### config.mk
export PLATFORM = sky130hd
export DESIGN_NAME = usb_evt_status
export DESIGN_NICKNAME = d
export VERILOG_FILES = /design/src/rtl/usb_evt_status.sv
export SDC_FILE = /design/constraint.sdc
export NUM_CORES = 1
export LEC_CHECK = 0
export CAP_MARGIN = 10
export CORE_AREA = 2 2 71 73
export DETAILED_ROUTE_END_ITERATION = 10
export DIE_AREA = 0 0 73 75
export DONT_BUFFER_PORTS = 1
export GPL_TIMING_DRIVEN = 0
export HOLD_SLACK_MARGIN = 0.15
export PLACE_DENSITY = 0.34
export SLEW_MARGIN = 30
export SYNTH_ARGS = -nofsm -noshare
export SYNTH_HDL_FRONTEND = slang
export SYNTH_SLANG_ARGS = --single-unit
### constraint.sdc
create_clock -name clk -period 1.4 [get_ports clk]
set_clock_uncertainty 0.2 [all_clocks]
set_input_delay 0.28 -clock clk [delete_from_list [all_inputs] [get_ports clk]]
set_output_delay 0.28 -clock clk [all_outputs]
set_load 0.01 [all_outputs]
### src/rtl/usb_evt_status.sv
`timescale 1ns/1ps
module usb_evt_status #(
  parameter int FRAME_W = 11
) (
  input  logic               clk,
  input  logic               rst_n,
  input  logic [1:0]         reg_sel,
  input  logic               reg_we,
  input  logic [1:0]         reg_be,
  input  logic [15:0]        reg_wdata,
  output logic [15:0]        reg_rdata,
  input  logic               ev_suspend,
  input  logic               ev_sof,
  input  logic [FRAME_W-1:0] ev_frame,
  input  logic               ev_bus_reset,
  input  logic               ev_host_resume,
  input  logic               ev_setup,
  input  logic               ev_set_config,
  input  logic               ev_config_num,
  input  logic               local_resume_req,
  output logic               irq
);
  localparam int PAD_W = 16 - FRAME_W;

  logic [5:0]         flags;
  logic [4:0]         int_en;
  logic               cfg_num;
  logic [FRAME_W-1:0] tstamp;

  wire st_wr = reg_we && (reg_sel == 2'd0) && reg_be[0];
  wire en_wr = reg_we && (reg_sel == 2'd1) && reg_be[1];

  wire [5:0] hw_set = {ev_suspend, ev_sof, ev_bus_reset,
                       ev_host_resume & ~local_resume_req,
                       ev_setup, ev_set_config};
  wire [5:0] kept   = st_wr ? (flags & reg_wdata[5:0]) : flags;

  always_ff @(posedge clk) begin
    if (!rst_n) begin
      flags   <= '0;
      int_en  <= '0;
      cfg_num <= 1'b0;
      tstamp  <= '0;
    end else begin
      flags <= kept | hw_set;
      if (en_wr)         int_en  <= {reg_wdata[13:10], reg_wdata[8]};
      if (ev_set_config) cfg_num <= ev_config_num;
      if (ev_sof)        tstamp  <= ev_frame;
    end
  end

  assign irq = |({flags[5:2], flags[0]} & int_en);

  always_comb begin
    case (reg_sel)
      2'd0:    reg_rdata = {10'd0, flags};
      2'd1:    reg_rdata = {2'b00, int_en[4:1], cfg_num, int_en[0], 8'd0};
      2'd2:    reg_rdata = {{PAD_W{1'b0}}, tstamp};
      default: reg_rdata = 16'd0;
    endcase
  end
endmodule

==> results.txt <==
- Synthesized instance count: 119
- For this block, the routed nets add up to 3300 µm of wire.
- For this design the top-level I/O count stands at 59.
- Width of the die: 73 µm
- Setup slack on the worst reg-to-reg path comes out at 0.52 ns.
- Critical path start-end classification: reg2out
- Largest fanout of any net on the critical path: 2
- The tree is rooted in a clkbuf_8.
- Syn avg cell area: 9.43 µm²
- Count of final max-slew check failures: 0
- The clock reaches the later pin of the worst-skew pair after 0.26 ns.
- Number of endpoints failing setup at the final stage: 2
- Detailed-route via count: 987
- In this run the remaining antenna-violating nets after routing total 0.
* Pleak: 0.704 nW
* Hold Slack: roughly 0.2 ns
* Count of fill cells added during filler insertion: 494
- Number of buffers created by CTS: 3
* Routability-driven placement congestion ratio: 0.766
* Global-route wire length before repair: 5070 µm
- Number of distinct library cells after synthesis: 20
* VDD IR-drop max: 0.380 mV
* Number of design rule violations left after detail routing: 0
- Arrival time worst endpoint: 1.13 ns
- The floorplan has 25 rows.
* Required time at the worst-slack endpoint: 0.92 ns
* Commonest register cell after synthesis: dfxtp_1
- Proportion of synthesized area in mux cells: 0.161
- Final clock period utilization by the worst path: 1.15
- Entering global routing, the biggest net connects 14 pins.
- Tightest Hold Check Type: in2reg
* N_diodes: 0
- The path with the worst hold slack has its endpoint at int_en[4]$_SDFFE_PN0P_.
* Number of enable-type register cells in the synthesized netlist: 0
- Largest family of logic cells by synthesized area: simple AND/OR/NAND/NOR gates
* Post-layout min period: 1.61 ns
- The worst register-to-register path has a depth of 2.
- In this run the most critical hold path is launched from reg_sel[0].
- The startpoint identified for the worst register-to-register timing path is flags[2]$_SDFF_PN0_.
- Basic-gate share of the synthesized area counting and, or, nand and nor cells: 0.246
- Count of TritonRoute iterations in the first routing pass: 4
* Hold violation total from the final report: 0
* Share of synthesized area occupied by flip-flops and latches: 0.410
* Top achievable clock speed: 0.622 GHz
* RSZ-0062 raised after global routing: yes
* Sort of element at the end of the critical path: output port
- Failing checks: setup timing
- The completed layout was analyzed and its total power is 0.00141 W.
- Layout cell share with drive strength beyond 1: 0.228
* Count of yosys warnings during synthesis: 0
* Clock tree from TritonCTS: done
* Initial DRC Count: 31
- Effective utilization at floorplan: 0.241
- Clock-pin slew was measured on the worst setup and hold paths at approximately 0.080 ns.
- Detailed placement ended at an HPWL of roughly 2300 µm.
* Run status: complete, but fails checks
- Of the total synthesized cell area, the portion taken by full adders, half adders and majority gates is 0.
- Final core utilization: 0.357
- The number of global-route vias before repair is a little over 1000.
* Instance count along the most critical hold path: 3
- In the final routed layout, each cell accounts on average for 15.3 µm.
* Die Y: approximately 75 µm
- Flop and latch count out of synthesis: 23
- The worst register-to-register path ends at flags[2]$_SDFF_PN0_.
- The clock passes through at most 2 buffers.
* XOR/XNOR Fraction of Synth Area: 0
- Power spread over the standard cell area amounts to 848 nW/µm².
* Detail-routed via count per cell: about 4.6
- Compared with the post-synthesis result, the final layout area differs by 48.4%.
- Total number of H-tree levels: 1
- After synthesis, the share of flip-flops with an asynchronous set or reset is 0.
- Summed over all instances, the cell type with the most area after synthesis is dfxtp_1.
- The region available for standard cell placement spans 4660 µm².
- Overall routing resource usage: 0.124
* Die area: 5480 µm²
- Leaving out fill and tap cells, the most frequent cell in the layout is dlygate4sd3_1.
- By area the synthesized netlist is led by dfxtp_1, mux2i_1, nor2b_1.
- STA classifies the critical path startpoint as a flip-flop.
- Post-route setup slack: -0.207 ns
- Fraction of synthesized cell area taken by the top area cell type: 0.410
- In the final design database the tool counted 205 nets.
- For this design, the sink count on the clock tree is 23.
* Initial antenna violation count: 0
- The count of buffers added on input and output ports is 0.
* Number of max-capacitance violations reported: 0
* Netlist area before placement: 1120 µm²
- Most frequent cells in the layout: dlygate4sd3_1, mux2i_1, dfxtp_1
* Global route total overflow: 0
- Share of the synthesized area in compound gates (AO/OA/AOI/OAI): 0.115
-- logic make-up (layout without fill, tap and decap cells) --
group | count (synthesis) | after routing
and+or+nand+nor | 46 | 46
AOI/OAI and AO/OA | 22 | 22
DFF | 23 | 23
muxes | 18 | 18
buffers and inverters | 9 | 51
other | 1 | 2
-- critical path, stage by stage (launching register included) --
cell and delay [ns]:
dfxtp_2 0.33, a222oi_1 0.35, nand2_1 0.19
-- worst max-delay path by stage --
| stage | from | end | slack [ns] | depth (start not counted) |
|---|---|---|---|---|
| global route | int_en[4]$_SDFFE_PN0P_ | irq | -0.29 | 2 |
| global placement | reg_sel[0] | reg_rdata[10] | -0.06 | 3 |
| finish | int_en[4]$_SDFFE_PN0P_ | irq | -0.21 | 2 |
| floorplan | reg_sel[0] | reg_rdata[10] | 0.11 | 3 |
| detailed placement | reg_sel[0] | reg_rdata[10] | -0.08 | 3 |
| CTS | int_en[4]$_SDFFE_PN0P_ | irq | -0.22 | 2 |
-- timing repair --
item                                   in CTS  in global routing
endpoints found under the hold margin      23                  0
pin swaps                                   4                  7
setup endpoints to repair                  10                 21
setup buffers                               1                  3
gates resized for setup                     8                 14
hold buffers                               34                  0
-- synthesized netlist by cell type, types with 2 or more instances --
cell and count:
and2_1 5, nor2_1 12, mux2i_1 18, buf_4 6
buf_6 2, nor2b_4 2, nor2b_1 13, nand3_1 5
nand2_1 7, a22o_1 3, o21ai_0 6, a21oi_1 6
o21ai_1 5, dfxtp_1 23
-- layer usage --
layer / up-vias / wire length, µm / global-route usage
li1: 487 / - / -
met1: 461 / 1430 / 0.150
met2: 35 / 1620 / 0.208
met3: 4 / 206 / 0.0348
met4: 0 / 46 / 0.0494
met5: - / 0 / 0
-- where the power goes --
part           switching [W]  internal, W  leakage (nW)
logic               0.000118     0.000154         0.486
clock network       0.000225     0.000199        0.0255
registers          0.0000226     0.000693         0.192
-- flip-flops by register name (all words and copies together) (netlist names) --
signal   flops
flags        6
tstamp      11
cfg_num      1
int_en       5
-- through the flow --
stage                     area [µm²]  std cells  setup WS, ns  TNS [ns]
after detailed placement        1190        174       -0.0770    -0.400
after CTS                       1610        213        -0.222    -0.479
after floorplan                 1130        120         0.109         0
after global routing            1670        216        -0.286    -0.476
final                           1670        216        -0.207    -0.253
after global placement          1190        174       -0.0627    -0.310
-- cell type report --
class | instances | area, µm² | area share
well taps | 54 | 67.6 | 0.0406
clock buffers | 3 | 41.3 | 0.0248
flip-flops and latches | 23 | 470 | 0.282
plain buffers | 9 | 88.8 | 0.0533
clock inverters | 1 | 5.00 | 0.00301
repair buffers | 38 | 377 | 0.226
multi-input cells | 88 | 616 | 0.370
Note: power is estimated with default switching activity, not from simulation.
